===== config.mk =====
export PLATFORM = sky130hd
export DESIGN_NAME = play_addr_seq
export DESIGN_NICKNAME = d
export VERILOG_FILES = /design/src/rtl/play_seq_pkg.sv /design/src/rtl/row_stepper.sv /design/src/rtl/pair_slot.sv /design/src/rtl/seg_control.sv /design/src/rtl/play_addr_seq.sv
export SDC_FILE = /design/constraint.sdc
export NUM_CORES = 1
export LEC_CHECK = 0
export ABC_AREA = 0
export BUFFER_PORTS_ARGS = -buffer_cell sky130_fd_sc_hd__buf_2
export CAP_MARGIN = 20
export CORE_MARGIN = 2
export CORE_UTILIZATION = 23
export DETAILED_ROUTE_END_ITERATION = 16
export PLACE_DENSITY_LB_ADDON = 0.25
export SLEW_MARGIN = 20
export SYNTH_ARGS = -nofsm -noshare
export SYNTH_HDL_FRONTEND = slang
export SYNTH_SLANG_ARGS = --single-unit

===== constraint.sdc =====
create_clock -name clk -period 2.3 [get_ports clk]
set_input_delay 0.23 -clock clk [delete_from_list [all_inputs] [get_ports clk]]
set_output_delay 0.23 -clock clk [all_outputs]
set_load 0.05 [all_outputs]

===== src/rtl/play_seq_pkg.sv =====
`timescale 1ns/1ps
package play_seq_pkg;
  localparam int unsigned DEF_ROW_W     = 11;
  localparam int unsigned DEF_WRAP_BASE = 16;

  typedef enum logic {
    ST_IDLE = 1'b0,
    ST_RUN  = 1'b1
  } run_state_e;
endpackage


===== src/rtl/row_stepper.sv =====
`timescale 1ns/1ps
module row_stepper #(
  parameter int unsigned ROW_W     = play_seq_pkg::DEF_ROW_W,
  parameter int unsigned WRAP_BASE = play_seq_pkg::DEF_WRAP_BASE
) (
  input  logic [ROW_W-1:0] cur,
  output logic [ROW_W-1:0] nxt
);
  localparam logic [ROW_W-1:0] TOP_ROW  = '1;
  localparam logic [ROW_W-1:0] WRAP_ROW = ROW_W'(WRAP_BASE);

  always_comb begin
    if (cur == TOP_ROW) nxt = WRAP_ROW;
    else                nxt = cur + 1'b1;
  end


  always_comb begin
    wrap_floor_chk: assert ((cur < WRAP_ROW) || (nxt >= WRAP_ROW));
  end
endmodule


===== src/rtl/pair_slot.sv =====
`timescale 1ns/1ps
module pair_slot #(
  parameter int unsigned ROW_W = play_seq_pkg::DEF_ROW_W
) (
  input  logic             clk,
  input  logic             rst_n,
  input  logic             load,
  input  logic             take,
  input  logic [ROW_W-1:0] in_first,
  input  logic [ROW_W-1:0] in_last,
  output logic [ROW_W-1:0] out_first,
  output logic [ROW_W-1:0] out_last,
  output logic             full
);
  always_ff @(posedge clk or negedge rst_n) begin
    if (!rst_n) begin
      full      <= 1'b0;
      out_first <= '0;
      out_last  <= '0;
    end else begin
      if (load) begin
        full      <= 1'b1;
        out_first <= in_first;
        out_last  <= in_last;
      end else if (take) begin
        full <= 1'b0;
      end
    end
  end


  load_sets_full_chk: assert property (@(posedge clk) disable iff (!rst_n)
    load |=> full);

  take_clears_chk: assert property (@(posedge clk) disable iff (!rst_n)
    (take && !load) |=> !full);
endmodule


===== src/rtl/seg_control.sv =====
`timescale 1ns/1ps
module seg_control #(
  parameter int unsigned ROW_W     = play_seq_pkg::DEF_ROW_W,
  parameter int unsigned WRAP_BASE = play_seq_pkg::DEF_WRAP_BASE
) (
  input  logic             clk,
  input  logic             rst_n,
  input  logic             start_req,
  input  logic [ROW_W-1:0] start_addr,
  input  logic [ROW_W-1:0] end_addr,
  input  logic             row_adv,
  input  logic             eom,
  input  logic             stop_on_eom,
  input  logic             q_full,
  input  logic [ROW_W-1:0] q_first,
  input  logic [ROW_W-1:0] q_last,
  input  logic [ROW_W-1:0] nxt_addr,
  output logic [ROW_W-1:0] cur_addr,
  output logic             busy,
  output logic             take,
  output logic             seg_done,
  output logic             irq
);
  import play_seq_pkg::*;

  localparam logic [ROW_W-1:0] TOP_ROW  = '1;
  localparam logic [ROW_W-1:0] WRAP_ROW = ROW_W'(WRAP_BASE);

  run_state_e       state;
  logic [ROW_W-1:0] end_r;
  logic             ending;

  assign busy   = (state == ST_RUN);
  assign ending = busy && (stop_on_eom ? eom : (row_adv && (cur_addr == end_r)));
  assign take   = ending && q_full;

  always_ff @(posedge clk or negedge rst_n) begin
    if (!rst_n) begin
      state    <= ST_IDLE;
      cur_addr <= '0;
      end_r    <= '0;
      seg_done <= 1'b0;
      irq      <= 1'b0;
    end else begin
      seg_done <= 1'b0;
      irq      <= 1'b0;
      case (state)
        ST_IDLE: begin
          if (start_req) begin
            cur_addr <= start_addr;
            end_r    <= end_addr;
            state    <= ST_RUN;
          end
        end
        default: begin
          if (ending) begin
            seg_done <= 1'b1;
            if (q_full) begin
              cur_addr <= q_first;
              end_r    <= q_last;
            end else begin
              state <= ST_IDLE;
              irq   <= 1'b1;
            end
          end else if (row_adv) begin
            cur_addr <= nxt_addr;
          end
        end
      endcase
    end
  end


  irq_single_chk: assert property (@(posedge clk) disable iff (!rst_n)
    irq |=> !irq);

  irq_idle_chk: assert property (@(posedge clk) disable iff (!rst_n)
    irq |-> (!busy && seg_done));

  chain_keep_chk: assert property (@(posedge clk) disable iff (!rst_n)
    (ending && q_full) |=> (busy && seg_done && !irq));

  idle_hold_chk: assert property (@(posedge clk) disable iff (!rst_n)
    (!busy && !start_req) |=> $stable(cur_addr));

  wrap_chk: assert property (@(posedge clk) disable iff (!rst_n)
    (busy && row_adv && !ending && cur_addr == TOP_ROW) |=> (cur_addr == WRAP_ROW));

  step_chk: assert property (@(posedge clk) disable iff (!rst_n)
    (busy && row_adv && !ending && cur_addr != TOP_ROW) |=> (cur_addr == $past(cur_addr) + 1'b1));
endmodule


===== src/rtl/play_addr_seq.sv =====
`timescale 1ns/1ps
module play_addr_seq #(
  parameter int unsigned ROW_W     = play_seq_pkg::DEF_ROW_W,
  parameter int unsigned WRAP_BASE = play_seq_pkg::DEF_WRAP_BASE
) (
  input  logic             clk,
  input  logic             rst_n,
  input  logic             start_req,
  input  logic [ROW_W-1:0] start_addr,
  input  logic [ROW_W-1:0] end_addr,
  input  logic             preload_stb,
  input  logic [ROW_W-1:0] preload_start,
  input  logic [ROW_W-1:0] preload_end,
  input  logic             row_adv,
  input  logic             eom,
  input  logic             stop_on_eom,
  output logic [ROW_W-1:0] cur_addr,
  output logic             busy,
  output logic             ready,
  output logic             seg_done,
  output logic             irq,
  output logic             queued
);
  logic [ROW_W-1:0] q_first;
  logic [ROW_W-1:0] q_last;
  logic [ROW_W-1:0] nxt_addr;
  logic             take;

  row_stepper #(.ROW_W(ROW_W), .WRAP_BASE(WRAP_BASE)) u_step (
    .cur (cur_addr),
    .nxt (nxt_addr)
  );

  pair_slot #(.ROW_W(ROW_W)) u_slot (
    .clk       (clk),
    .rst_n     (rst_n),
    .load      (preload_stb),
    .take      (take),
    .in_first  (preload_start),
    .in_last   (preload_end),
    .out_first (q_first),
    .out_last  (q_last),
    .full      (queued)
  );

  seg_control #(.ROW_W(ROW_W), .WRAP_BASE(WRAP_BASE)) u_ctrl (
    .clk         (clk),
    .rst_n       (rst_n),
    .start_req   (start_req),
    .start_addr  (start_addr),
    .end_addr    (end_addr),
    .row_adv     (row_adv),
    .eom         (eom),
    .stop_on_eom (stop_on_eom),
    .q_full      (queued),
    .q_first     (q_first),
    .q_last      (q_last),
    .nxt_addr    (nxt_addr),
    .cur_addr    (cur_addr),
    .busy        (busy),
    .take        (take),
    .seg_done    (seg_done),
    .irq         (irq)
  );

  assign ready = !busy;
endmodule


### After elaboration in Yosys (flattened, before gate mapping)

Cells that the tools add are included.

* input bits: 51
* register bits after elaboration: 48
* logic and storage cells: 45

* reduce and logical (&&, ||, !) cells: 8
* equal/unequal tests: 6
* add/subtract/negate cells: 1
* muxes and demuxes: 22

Operators by type and width (number)
* 11-bit 2-to-1 mux: 10
* 1-bit 2-to-1 mux: 12
* 11-bit by 1-bit adder with 11-bit output, second input constant: 1
* 11-bit == test: 1
* 11-bit == test, second input constant: 1
* 3-bit inequality test, second input constant: 2
* 3-bit AND reduction: 2
* 2-bit inequality test, second input constant: 2
* 2-bit nonzero test: 2
* 1-bit logical AND: 3
* 1-bit zero test: 1

### Longest topological paths before layout

* word-level depth: 7
* mapped depth: 9
* gate-level depth less buffers: 7

### Cells and area by module

From an unflattened synthesis, not the netlist that was laid out.

* cells, all modules: 279
* area, all modules: 3009.1 µm²

By module, submodules not included
* seg_control: area each 1860.5 µm², times used 1, seq. area each 625.6 µm², cells an instance 188
* pair_slot: area each 857.1 µm², times used 1, seq. area each 575.6 µm², cells an instance 49
* row_stepper: area each 287.8 µm², times used 1, seq. area each 0.0 µm², cells an instance 41
* play_addr_seq: area each 3.8 µm², times used 1, seq. area each 0.0 µm², cells an instance 1

### Worst setup path before layout

OpenSTA, ideal clock, no wires.

* path type: reg-to-reg
* start: reg u_ctrl.state, in the netlist u_ctrl.busy
* end: reg u_ctrl.cur_addr[3]
* required time: 2.179 ns
* setup slack: 0.081 ns
* data arrival time: 2.098 ns
* setup time: 0.121 ns
* stages on the path, launching flop included: 6
* clock period less this slack: 2.219 ns
* buffers on the path: 0
* cell sequence: dfrtp_1 -> clkinv_1 -> or3_1 -> o21ai_0 -> a21oi_1 -> a22o_1

* cells in the longest elaborated chain, start to end: 3

Ends and longest elaborated chain
* from (decl): RTL line seg_control.sv:29 `run_state_e state;`
* from (signal assigned): RTL line seg_control.sv:39 `state <= ST_IDLE;`
* from (signal assigned): RTL line seg_control.sv:52 `state <= ST_RUN;`
* from (signal assigned): RTL line seg_control.sv:62 `state <= ST_IDLE;`
* 1-bit logical AND: RTL line seg_control.sv:34 `assign ending = busy && (stop_on_eom ? eom : (row_adv && (cur_addr == end_r)));`
* 3-bit inequality test (no line) or 11-bit 2-to-1 mux (tied branches)
* 3-bit AND reduction (no line) or 11-bit 2-to-1 mux (tied branches)
* to (signal assigned): RTL line seg_control.sv:50 `cur_addr <= start_addr;`
* to (signal assigned): RTL line seg_control.sv:59 `cur_addr <= q_first;`
* to (signal assigned): RTL line seg_control.sv:66 `cur_addr <= nxt_addr;`
* to (decl): RTL line seg_control.sv:18 `output logic [ROW_W-1:0] cur_addr,`

Parallel ways exist; a longest one is shown, timed or not.
A chain may end at the register's enable or synchronous reset.

### Final worst setup path

* start: reg u_ctrl.cur_addr[7]
* end: reg u_ctrl.end_r[7]

* cells in the longest elaborated chain, start to end: 6

Ends and longest elaborated chain
* 11-bit == test: RTL line seg_control.sv:34
* 1-bit logical AND: RTL line seg_control.sv:34
* 1-bit 2-to-1 mux: RTL line seg_control.sv:34
* 1-bit logical AND: RTL line seg_control.sv:34
* 2-bit inequality test (no line)
* 3-bit AND reduction (no line)
* to (signal assigned): RTL line seg_control.sv:51 `end_r <= end_addr;`
* to (signal assigned): RTL line seg_control.sv:60 `end_r <= q_last;`
* to (decl): RTL line seg_control.sv:30 `logic [ROW_W-1:0] end_r;`

No other way between the ends.

==> flow_summary_export.csv <==
group,metric,value,unit
yosys,syn_avg_cell_area,10.76,sq um
timing,period_share,0.8607,
yosys,synth.most_common_cell,"dfrtp_1",
clock_network,path_clk_slew,0.09,ns
finish,syn2layout_area_growth,25.93,%
critical_path,cp.required,2.54,ns
yosys,synth_common_cells,"dfrtp_1, nor2_1, mux2_2, mux2i_1, nand2_1",
detailed_routing,wirelength,6890,um
clock_network,tritoncts,"done",
floorplan,die_w,108.9,um
place,dpl_cell_area,0.003067,sq mm
floorplan,row_count,38,
yosys,ys_seq_elements,48,
floorplan,core,0.01079,sq mm
yosys,async_reset_ff_frac,1.000,
critical_path,worstPathCellList,"xnor2_1 -> nand4_1 -> o311a_4 -> nor3_4 -> buf_4 -> nor2_1 -> a21oi_2",
timing,slew_headroom,0.6135,
global_routing,grt_use_total,0.1238,
clock_network,htreeDepth,2,
place,place_hpwl,5254,um
clock_network,cts_inserted_buffers,5,
global_routing,antenna_found_initial,0,
yosys,dominantRegCellSynth,"dfrtp_1",
detailed_routing,drc_errors,0,
finish,fin_area,0.003184,sq mm
global_routing,grt_max_degree,24,
critical_path,cp-end-kind,"flip-flop",
detailed_routing,drt_pass1_iterations,4,
timing,setup_viol_count_final,0,
clock_network,clk-insertion-delay-late,0.30,ns
yosys,synth_edf_count,0,
timing,rsz0062_at_grt,"no",
min_path,worstHoldPathType,"in2reg",
yosys,synth_area_leaders,"dfrtp_1, mux2_2, mux2i_1, nor2_1, xnor2_1",
yosys,syn_area,0.002529,sq mm
timing,slew_violations,0,
finish,drive_gt1_frac,0.4019,
clock_network,clockBufferDepth,2,
yosys,ys_seq_area_frac,0.4750,
global_routing,grt_pass1_wl,11000,um
clock_network,cts.sinks,48,
power_and_ir_drop,peakVddDrop,0.0003541,V
critical_path,crit_path_top_delay_cell,"o311a_4",
timing,clock_skew,0.005631,ns
power_and_ir_drop,power,2.939,mW
timing,max_freq,0.5051,GHz
yosys,synth_nets,287,
global_routing,grt_pass1_vias,2091,
timing,finalHoldViolCount,0,
detailed_routing,wl_per_cell,15.28,um
global_routing,gr-total-overflow,0,
yosys,synth_cell_types,45,
timing,timing.final.ws_setup,0.3204,ns
floorplan,die_h,108.9,um
critical_path,arrival,2.22,ns
power_and_ir_drop,power_leakage,1.448,nW
yosys,ys_warn_count,0,
detailed_routing,postRouteAntennaNets,0,
place,dpl_worst_slack,0.3307,ns
clock_network,cts-root-buf,"clkbuf_8",
detailed_routing,num_vias,2023,
timing,min_period,1.980,ns
clock_network,cts_setup_buffers,0,
power_and_ir_drop,p_per_area,922.8,mW/mm^2
critical_path,startpoint_type,"flip-flop",
place,placement.io_buffers,66,
critical_path,critPathMaxFanout,22,
yosys,netlist_instances,235,
critical_path,critPathKind,"reg2reg",
floorplan,die-area,0.01185,sq mm
place,routabilityCongestion,0.8405,
outcome,outcome,"complete, no violations",
yosys,yosys.area.top_type,"dfrtp_1",
finish,diodes,0,
detailed_routing,viasPerCell,4.486,
timing,setup_tns,0,ns
timing,tightest_slew,0.5797,ns
job,drv_cap,0,
finish,fin_nets,362,
yosys,yosys.area.top_type_share,0.4750,
critical_path,critPathMaxStageDelay,0.47,ns
detailed_routing,drt_iter0_drc,106,
floorplan,io_pins,67,
floorplan,start_util,0.2343,
==> cell families after synthesis <==
group,count (synthesis),share of synthesized area
AO/OA/AOI/OAI,57,0.1658
XOR/XNOR,11,0.03810
adder cells (fa/ha/maj),1,0.004947
buffers and inverters,19,0.04106
flip-flops,48,0.4750
multiplexers,36,0.1534
AND/OR/NAND/NOR,63,0.1217
==> placed cells by master, fill, tap and decap left out, types with 2 or more instances in the layout <==
cell type | netlist | layout
xnor2_1 | 11 | 11
inv_1 | 5 | 5
nand3_1 | 6 | 6
a21boi_0 | 2 | 2
and3_1 | 3 | 3
o2bb2ai_1 | 2 | 2
o22ai_1 | 2 | 2
buf_4 | 2 | 12
a22o_1 | 2 | 2
mux2i_1 | 14 | 14
o21ai_0 | 11 | 11
nor2_1 | 27 | 27
a21oi_2 | 9 | 9
o211ai_1 | 5 | 5
a21oi_1 | 9 | 9
buf_2 | 2 | 66
mux2_2 | 22 | 22
a32o_1 | 2 | 2
a2bb2oi_1 | 2 | 2
a31oi_1 | 4 | 4
nor3_1 | 2 | 2
nand4_1 | 5 | 5
nand2_1 | 12 | 12
dfrtp_1 | 48 | 48
clkbuf_8 | 0 | 5
==> state kept, by name, summed over array words and instances, names as in the netlist <==
register          count
u_slot.out_first     11
u_ctrl.cur_addr      11
u_slot.full           1
u_ctrl.busy           1
u_ctrl.irq            1
u_ctrl.end_r         11
u_ctrl.seg_done       1
u_slot.out_last      11
==> power by group <==
part | internal (mW) | switching, mW | total (mW)
clock | 0.323 | 0.292 | 0.615
sequential | 1.01 | 0.185 | 1.20
combinational | 0.441 | 0.686 | 1.13
==> repair_timing <==
item                      4_1_cts  5_1_grt
hold endpoints to repair       18        0
hold buffers                    1        0
gates resized for setup         0        0
==> layer usage <==
layer / part of all wire / vias up / track usage / wire [um]
met3: 0.047 / 6 / 0.02989 / 324
met2: 0.48 / 54 / 0.2085 / 3280
met1: 0.47 / 969 / 0.1598 / 3224
met4: 0.0087 / 0 / 0.03022 / 60
li1: - / 994 / - / -
met5: 0 / - / 0 / 0
==> per-stage QoR <==
stage | utilization | cells | hold slack [ns]
CTS | 0.2950 | 451 | 0.1404
detailed placement | 0.2841 | 442 | 0.2434
finish | 0.2950 | 451 | 0.1508
global placement | 0.2841 | 442 | 0.2376
global route | 0.2950 | 451 | 0.1326
floorplan | - | 235 | -0.06559
==> final timing paths <==
| check | start | endpoint | slack [ns] | cells after the start |
|---|---|---|---|---|
| min in group asynchronous | rst_n | u_slot.out_first[10]$_DFFE_PN0P_ | 0.44 | 2 |
| setup / recovery | u_ctrl.cur_addr[7]$_DFFE_PN0P_ | u_ctrl.end_r[7]$_DFFE_PN0P_ | 0.32 | 7 |
| setup reg to reg | u_ctrl.cur_addr[7]$_DFFE_PN0P_ | u_ctrl.end_r[7]$_DFFE_PN0P_ | 0.32 | 7 |
| hold reg to reg | u_slot.out_last[3]$_DFFE_PN0P_ | u_slot.out_last[3]$_DFFE_PN0P_ | 0.51 | 1 |
| max in group asynchronous | rst_n | u_ctrl.end_r[6]$_DFFE_PN0P_ | 1.19 | 3 |
| hold / removal | preload_start[10] | u_slot.out_first[10]$_DFFE_PN0P_ | 0.15 | 2 |
==> critical path: cells and delay by family, from the launching register on <==
| family | cells | cell delay [ns] |
|---|---|---|
| AO/OA/AOI/OAI | 2 | 0.57 |
| XOR/XNOR | 1 | 0.20 |
| buffers and inverters | 1 | 0.29 |
| flip-flops | 1 | 0.46 |
| AND/OR/NAND/NOR | 3 | 0.39 |
==> final cells by class <==
class,instances,area (sq um)
Multi-Input combinational cell,168,1224
Timing Repair Buffer,80,450.4
Clock buffer,6,72.57
Tap cell,140,175.2
Fill cell,1129,7609
Inverter,7,26.28
Sequential cell,48,1201
Clock inverter,2,35.03
Power figures use the tool's default switching activity.
